`config.mk`:
```
export PLATFORM = sky130hd
export DESIGN_NAME = cs_wait_unit
export DESIGN_NICKNAME = d
export VERILOG_FILES = /design/src/rtl/cs_pkg.sv /design/src/rtl/cs_regfile.sv /design/src/rtl/cs_decode.sv /design/src/rtl/cs_fsm.sv /design/src/rtl/cs_wait_unit.sv
export SDC_FILE = /design/constraint.sdc
export NUM_CORES = 1
export LEC_CHECK = 0
export BUFFER_PORTS_ARGS = -buffer_cell sky130_fd_sc_hd__buf_4
export CORE_MARGIN = 2
export CORE_UTILIZATION = 40
export DETAILED_ROUTE_END_ITERATION = 16
export GPL_ROUTABILITY_DRIVEN = 0
export PLACE_DENSITY = 0.63
export REMOVE_ABC_BUFFERS = 1
export SETUP_SLACK_MARGIN = 0.02
export SLEW_MARGIN = 20
export SYNTH_ARGS = -nofsm -noshare
export SYNTH_HDL_FRONTEND = slang
export SYNTH_SLANG_ARGS = --single-unit
```
`constraint.sdc`:
```
create_clock -name clk -period 4.2 [get_ports clk]
set_clock_uncertainty 0.1 [all_clocks]
set_input_delay 0.42 -clock clk [delete_from_list [all_inputs] [get_ports clk]]
set_output_delay 0.42 -clock clk [all_outputs]
set_load 0.1 [all_outputs]
```
`src/rtl/cs_pkg.sv`:
```
package cs_pkg;
    localparam int WAIT_W   = 4;
    localparam int REGION_W = 16;

    typedef struct packed {
        logic              allow_data;
        logic              allow_prog;
        logic              allow_super;
        logic              allow_user;
        logic [WAIT_W-1:0] waits;
        logic              ext_ack;
        logic              valid;
    } cs_ctrl_t;

    localparam int CTRL_W = $bits(cs_ctrl_t);

    typedef enum logic [1:0] {
        ST_IDLE,
        ST_WAIT,
        ST_ACK,
        ST_EXT
    } bus_state_e;
endpackage

```
`src/rtl/cs_regfile.sv`:
```
module cs_regfile
    import cs_pkg::*;
#(
    parameter int N_CS      = 8,
    parameter int BOOT_WAIT = 15,
    localparam int IDX_W    = $clog2(N_CS)
) (
    input  logic                clk,
    input  logic                rst_n,
    input  logic                cfg_we,
    input  logic [IDX_W+1:0]    cfg_addr,
    input  logic [REGION_W-1:0] cfg_wdata,
    output logic [REGION_W-1:0] base_o [N_CS],
    output logic [REGION_W-1:0] mask_o [N_CS],
    output cs_ctrl_t            ctrl_o [N_CS],
    output logic                boot_o
);
    localparam cs_ctrl_t BOOT_CTRL = '{allow_data: 1'b0, allow_prog: 1'b0,
                                       allow_super: 1'b0, allow_user: 1'b0,
                                       waits: WAIT_W'(BOOT_WAIT),
                                       ext_ack: 1'b0, valid: 1'b0};

    logic [IDX_W-1:0] wr_idx;
    logic [1:0]       wr_reg;
    logic             unused_wdata_hi;

    assign wr_idx          = cfg_addr[IDX_W+1:2];
    assign wr_reg          = cfg_addr[1:0];
    assign unused_wdata_hi = ^cfg_wdata[REGION_W-1:CTRL_W];

    for (genvar i = 0; i < N_CS; i++) begin : g_slot
        always_ff @(posedge clk or negedge rst_n) begin
            if (!rst_n) begin
                base_o[i] <= '0;
                mask_o[i] <= '0;
                ctrl_o[i] <= (i == 0) ? BOOT_CTRL : '0;
            end else if (cfg_we && wr_idx == IDX_W'(i)) begin
                unique case (wr_reg)
                    2'd0:    base_o[i] <= cfg_wdata;
                    2'd1:    mask_o[i] <= cfg_wdata;
                    2'd2:    ctrl_o[i] <= cs_ctrl_t'(cfg_wdata[CTRL_W-1:0]);
                    default: ;
                endcase
            end
        end
    end

    always_ff @(posedge clk or negedge rst_n) begin
        if (!rst_n)
            boot_o <= 1'b1;
        else if (cfg_we && wr_idx == '0 && wr_reg == 2'd1)
            boot_o <= 1'b0;
    end
endmodule

```
`src/rtl/cs_decode.sv`:
```
module cs_decode
    import cs_pkg::*;
#(
    parameter int N_CS   = 8,
    localparam int IDX_W = $clog2(N_CS)
) (
    input  logic [REGION_W-1:0] addr_hi,
    input  logic                super_i,
    input  logic                prog_i,
    input  logic                boot_i,
    input  logic [REGION_W-1:0] base_i [N_CS],
    input  logic [REGION_W-1:0] mask_i [N_CS],
    input  cs_ctrl_t            ctrl_i [N_CS],
    output logic                hit_o,
    output logic [IDX_W-1:0]    sel_o
);
    logic [N_CS-1:0] match;

    for (genvar i = 0; i < N_CS; i++) begin : g_cmp
        logic in_range, space_ok;
        assign in_range = ((addr_hi ^ base_i[i]) & ~mask_i[i]) == '0;
        assign space_ok = (super_i ? ctrl_i[i].allow_super : ctrl_i[i].allow_user) &&
                          (prog_i  ? ctrl_i[i].allow_prog  : ctrl_i[i].allow_data);
        if (i == 0) begin : g_boot
            assign match[i] = boot_i || (ctrl_i[i].valid && in_range && space_ok);
        end else begin : g_norm
            assign match[i] = ctrl_i[i].valid && in_range && space_ok;
        end
    end

    always_comb begin
        hit_o = |match;
        sel_o = '0;
        for (int i = N_CS - 1; i >= 0; i--) begin
            if (match[i]) sel_o = IDX_W'(i);
        end
    end
endmodule

```
`src/rtl/cs_fsm.sv`:
```
module cs_fsm
    import cs_pkg::*;
#(
    parameter int N_CS   = 8,
    localparam int IDX_W = $clog2(N_CS)
) (
    input  logic              clk,
    input  logic              rst_n,
    input  logic              ts_n,
    input  logic              ext_ta_n,
    input  logic              hit,
    input  logic [IDX_W-1:0]  sel,
    input  logic [WAIT_W-1:0] sel_waits,
    input  logic              sel_ext,
    output logic [N_CS-1:0]   cs_n,
    output logic              ta_n
);
    bus_state_e        state_q, state_d;
    logic [WAIT_W-1:0] cnt_q, cnt_d;
    logic [IDX_W-1:0]  sel_q, sel_d;

    always_comb begin
        state_d = state_q;
        cnt_d   = cnt_q;
        sel_d   = sel_q;
        unique case (state_q)
            ST_IDLE: begin
                if (!ts_n && hit) begin
                    sel_d = sel;
                    cnt_d = sel_waits;
                    if (sel_ext)             state_d = ST_EXT;
                    else if (sel_waits == 0) state_d = ST_ACK;
                    else                     state_d = ST_WAIT;
                end
            end
            ST_WAIT: begin
                if (cnt_q == WAIT_W'(1)) state_d = ST_ACK;
                else                     cnt_d   = cnt_q - 1'b1;
            end
            ST_ACK:  state_d = ST_IDLE;
            ST_EXT:  if (!ext_ta_n) state_d = ST_IDLE;
            default: state_d = ST_IDLE;
        endcase
    end

    always_ff @(posedge clk or negedge rst_n) begin
        if (!rst_n) begin
            state_q <= ST_IDLE;
            cnt_q   <= '0;
            sel_q   <= '0;
        end else begin
            state_q <= state_d;
            cnt_q   <= cnt_d;
            sel_q   <= sel_d;
        end
    end

    always_comb begin
        cs_n = '1;
        if (state_q != ST_IDLE) cs_n[sel_q] = 1'b0;
        ta_n = (state_q != ST_ACK);
    end
endmodule

```
`src/rtl/cs_wait_unit.sv`:
```
module cs_wait_unit
    import cs_pkg::*;
#(
    parameter int N_CS      = 8,
    parameter int BOOT_WAIT = 15,
    localparam int IDX_W    = $clog2(N_CS)
) (
    input  logic                clk,
    input  logic                rst_n,
    input  logic                cfg_we,
    input  logic [IDX_W+1:0]    cfg_addr,
    input  logic [REGION_W-1:0] cfg_wdata,
    input  logic [31:0]         bus_addr,
    input  logic                bus_ts_n,
    input  logic                bus_super,
    input  logic                bus_prog,
    input  logic                ext_ta_n,
    output logic [N_CS-1:0]     cs_n,
    output logic                ta_n
);
    logic [REGION_W-1:0] base [N_CS];
    logic [REGION_W-1:0] mask [N_CS];
    cs_ctrl_t            ctrl [N_CS];
    logic                boot_q;
    logic                hit;
    logic [IDX_W-1:0]    sel;
    logic                unused_addr_lo;

    assign unused_addr_lo = ^bus_addr[31-REGION_W:0];

    cs_regfile #(.N_CS(N_CS), .BOOT_WAIT(BOOT_WAIT)) regs_i (
        .clk(clk), .rst_n(rst_n), .cfg_we(cfg_we), .cfg_addr(cfg_addr),
        .cfg_wdata(cfg_wdata), .base_o(base), .mask_o(mask), .ctrl_o(ctrl),
        .boot_o(boot_q)
    );

    cs_decode #(.N_CS(N_CS)) dec_i (
        .addr_hi(bus_addr[31:32-REGION_W]), .super_i(bus_super),
        .prog_i(bus_prog), .boot_i(boot_q), .base_i(base), .mask_i(mask),
        .ctrl_i(ctrl), .hit_o(hit), .sel_o(sel)
    );

    cs_fsm #(.N_CS(N_CS)) fsm_i (
        .clk(clk), .rst_n(rst_n), .ts_n(bus_ts_n), .ext_ta_n(ext_ta_n),
        .hit(hit), .sel(sel), .sel_waits(ctrl[sel].waits),
        .sel_ext(ctrl[sel].ext_ack), .cs_n(cs_n), .ta_n(ta_n)
    );
endmodule

```
==> summary.md <==
In this run, the number of DRC markers left after iteration 0 of detailed routing was 492. Leaving out fill and tap cells, the most frequent cell in the layout is mux2_2. The die is 205 microns tall.

For the source-to-sink clock delay at the later pin of the worst-skew pair, the log shows 540 ps. Setup repair after global routing left no endpoint under its margin. The sum of net half-perimeters after detailed placement is 26200 microns, and the number of iterations in the first detailed-routing pass is 5.

The data arrival at the endpoint of the critical path is 3770 ps, and the final worst-path cycle share is 0.822. The nature of the critical path endpoint is a flop. Number of buffers inserted for hold repair after clock tree synthesis: 1. The cell taking the most area after synthesis was dfrtp_1. The number of pins with negative max-slew slack in the final report came out at 0. In the post-synthesis netlist, the biggest area contributors are dfrtp_1, mux2_2, xnor2_1, nor2_1, nor4_1. The length in cells of the worst reg-to-reg path is 12, and the number of antenna violations at the first check in global routing is 3. The area fraction of the dominant cell type after synthesis came out at 0.530.

Once the clock tree was built, the resizer swapped 0 gates to a different size. The net count of the finished layout is 1371. The tools report the number of vias after detailed routing as 10100. The critical path in this run is classified as flop to flop. Setup violations remaining at the end of the flow were counted as 0. The global routing usage summed across all routing layers was 0.196; the number of H-tree branching levels was 2. The run gives 346 as the clock sink count. The run gives 8.07 nW as the leakage dissipation.

The top achievable clock speed came out at 290 MHz. The cell at the root of the clock tree is clkbuf_16. Setup total negative slack on the finished layout was measured at 0 ps.

Counting the buffers created by CTS gives 37. The share of flip-flops with an asynchronous set or reset after synthesis was 1.00. Area of the mapped netlist: 16100 sq um. The layout overhead on the synthesized area came out at 14.2%. Final hold analysis gives a worst-case slack of 218 ps. The share of layout cells above drive strength 1 was 0.379. Entering global routing, the biggest net connects 132 pins. The x dimension of the die works out to 205 microns.

Commonest register cell after synthesis: dfrtp_1. For the sequential fraction of the synthesis area, the log shows 0.539. The synthesized netlist contains 54 unique library cells. The slew of the pin with the lowest slew margin is 1010 ps, and the number of global-route vias before repair is 10400. For this design the ratio of total power to cell area is 506 nW/um^2.

The via-per-instance ratio is 5.41, and the hold violation total from the final report is 0. Wires add up to 40200 microns. The slowest stage of the critical path is the or4_1 cell. The die covers 41800 sq um.

The average detailed-routed wire length per instance works out to 21.6 microns. The tools report the end-of-flow core utilization as 0.463. At the worst endpoint, the required time is 4520 ps. The effective utilization at floorplan came out at 0.405. In this run the worst hold path is classified as input port to flop.

After layout, the minimum clock period comes to 3450 ps. The tools report the type of origin of the critical path as a flop. The total area inside the core boundary comes to 39700 sq um.

Across the run, the number of max-cap violations was 0. Walking the worst path, the cells encountered are xnor2_1 -> o22ai_1 -> nor4_1 -> buf_4 -> and3_1 -> or2_2 -> o2111a_1 -> and3b_1 -> a2111o_1 -> o21ai_1 -> or4_1 -> a21bo_1. The count of flip-flops with a built-in enable after synthesis was 0. Number of buffers on the longest clock path: 3. The top cell types in the final layout, fill and taps aside, are mux2_2, dfrtp_1, xnor2_1. After clock tree synthesis, the clock-pin slew on the worst setup and hold paths is 60 ps. In this design, the stage delay of the slowest critical-path cell is 570 ps.

After global routing the overflow that remains totals 0. The run finished with clean final reports. For this run, the number of Yosys warnings is 0. Synthesis produced a netlist whose cell count is 1261. Along the worst hold path, the cell count comes to 2. The relative max-transition margin was 0.327.

Synthesis inferred 346 register bits. The highest net fanout along the worst path is 8. The run gives 62100 microns as the first-pass GRT wire length.

Buffers added to address setup during post-CTS repair amount to 0. After synthesis, the mean cell area works out to 12.8 sq um. Port buffering added 52 buffers. For the row count, the log shows 73. In the routed design, unresolved DRC markers number 0. Across the VDD grid, the largest voltage drop is 0.393 mV. The run gives 0 as the count of antenna-violating nets left after detailed routing. TritonCTS built the clock tree. The tools report the top-level port count as 69.
[critical path, delay by kind of cell (launching register included)]
kind / cells / cell delay (ps)
AND/OR/NAND/NOR: 5 / 1540
XOR/XNOR: 1 / 160
AO/OA/AOI/OAI: 5 / 970
flip-flops: 1 / 380
buffers and inverters: 1 / 200
[report_power, final]
group          internal (mW)  switching, mW  total [mW]
Clock                   1.98           1.36        3.34
Sequential              3.97          0.356        4.33
Combinational          0.886          0.746        1.63
Total                   6.84           2.46        9.30
[synth_stat cells (all sizes together), types with 3 or more instances]
master  number
nand2       32
nand4b       3
nand4       11
dfrtp      341
nor3b        3
nand2b       6
inv          7
a21oi        8
buf         21
nand3b       6
o211ai       4
dfstp        5
nor2b        8
mux2i        8
nor2       111
nor4        49
and2         3
clkbuf      49
xnor2      129
o21ai        5
a31oi        5
o22ai       35
nand3       11
nor3        13
and3b        3
mux2       356
o31ai        3
[through the flow]
step | cells | total power [mW] | instance area (sq um) | worst slack, ps
final | 1862 | 9.30 | 18400 | 747
after global routing | 1861 | 9.74 | 18400 | 624
after CTS | 1860 | 9.37 | 18300 | 788
after detailed placement | 1793 | 6.02 | 17100 | 471
after global placement | 1793 | 5.94 | 17100 | 488
after floorplan | 1191 | 5.46 | 15800 | 963
[cell type report]
type	instances	area, sq um
Clock buffer	52	1110
Antenna cell	1	2.50
Inverter	8	30.0
Timing Repair Buffer	79	661
Sequential cell	346	8660
Clock inverter	14	146
Tap cell	525	657
Multi-Input combinational cell	837	7100
Fill cell	3605	21400
[sequential cells by signal (all words and copies together) (netlist names)]
register,cells
regs_i.base_o,128
regs_i.mask_o,128
regs_i.ctrl_o,80
fsm_i.cnt_q,4
fsm_i.sel_q,3
fsm_i.state_q,2
regs_i.boot_o,1
[layer usage]
layer,global-route usage,part of all wire
met4,0.0399,0.014
met3,0.0369,0.050
met5,0,0.00057
met2,0.300,0.44
met1,0.290,0.49
[path summary, 6_finish.rpt]
kind | end | slack (ps) | startpoint
min reg2reg | regs_i.boot_o | 400 | regs_i.boot_o
max | fsm_i.state_q[0] | 750 | regs_i.base_o[55]
max reg2reg | fsm_i.state_q[0] | 750 | regs_i.base_o[55]
min | regs_i.base_o[122] | 220 | cfg_wdata[10]
max in group asynchronous | regs_i.base_o[59] | 2530 | rst_n
min in group asynchronous | fsm_i.cnt_q[3] | 280 | rst_n
[cells by family after synthesis]
kind of cell,synth area share
DFF,0.539
and+or+nand+nor,0.0814
muxes,0.254
buffers and inverters,0.0210
AOI/OAI and AO/OA,0.0328
xor gates and xnor gates,0.0702
adders and majority gates,0.00156
Note: power is estimated with default switching activity, not from simulation.
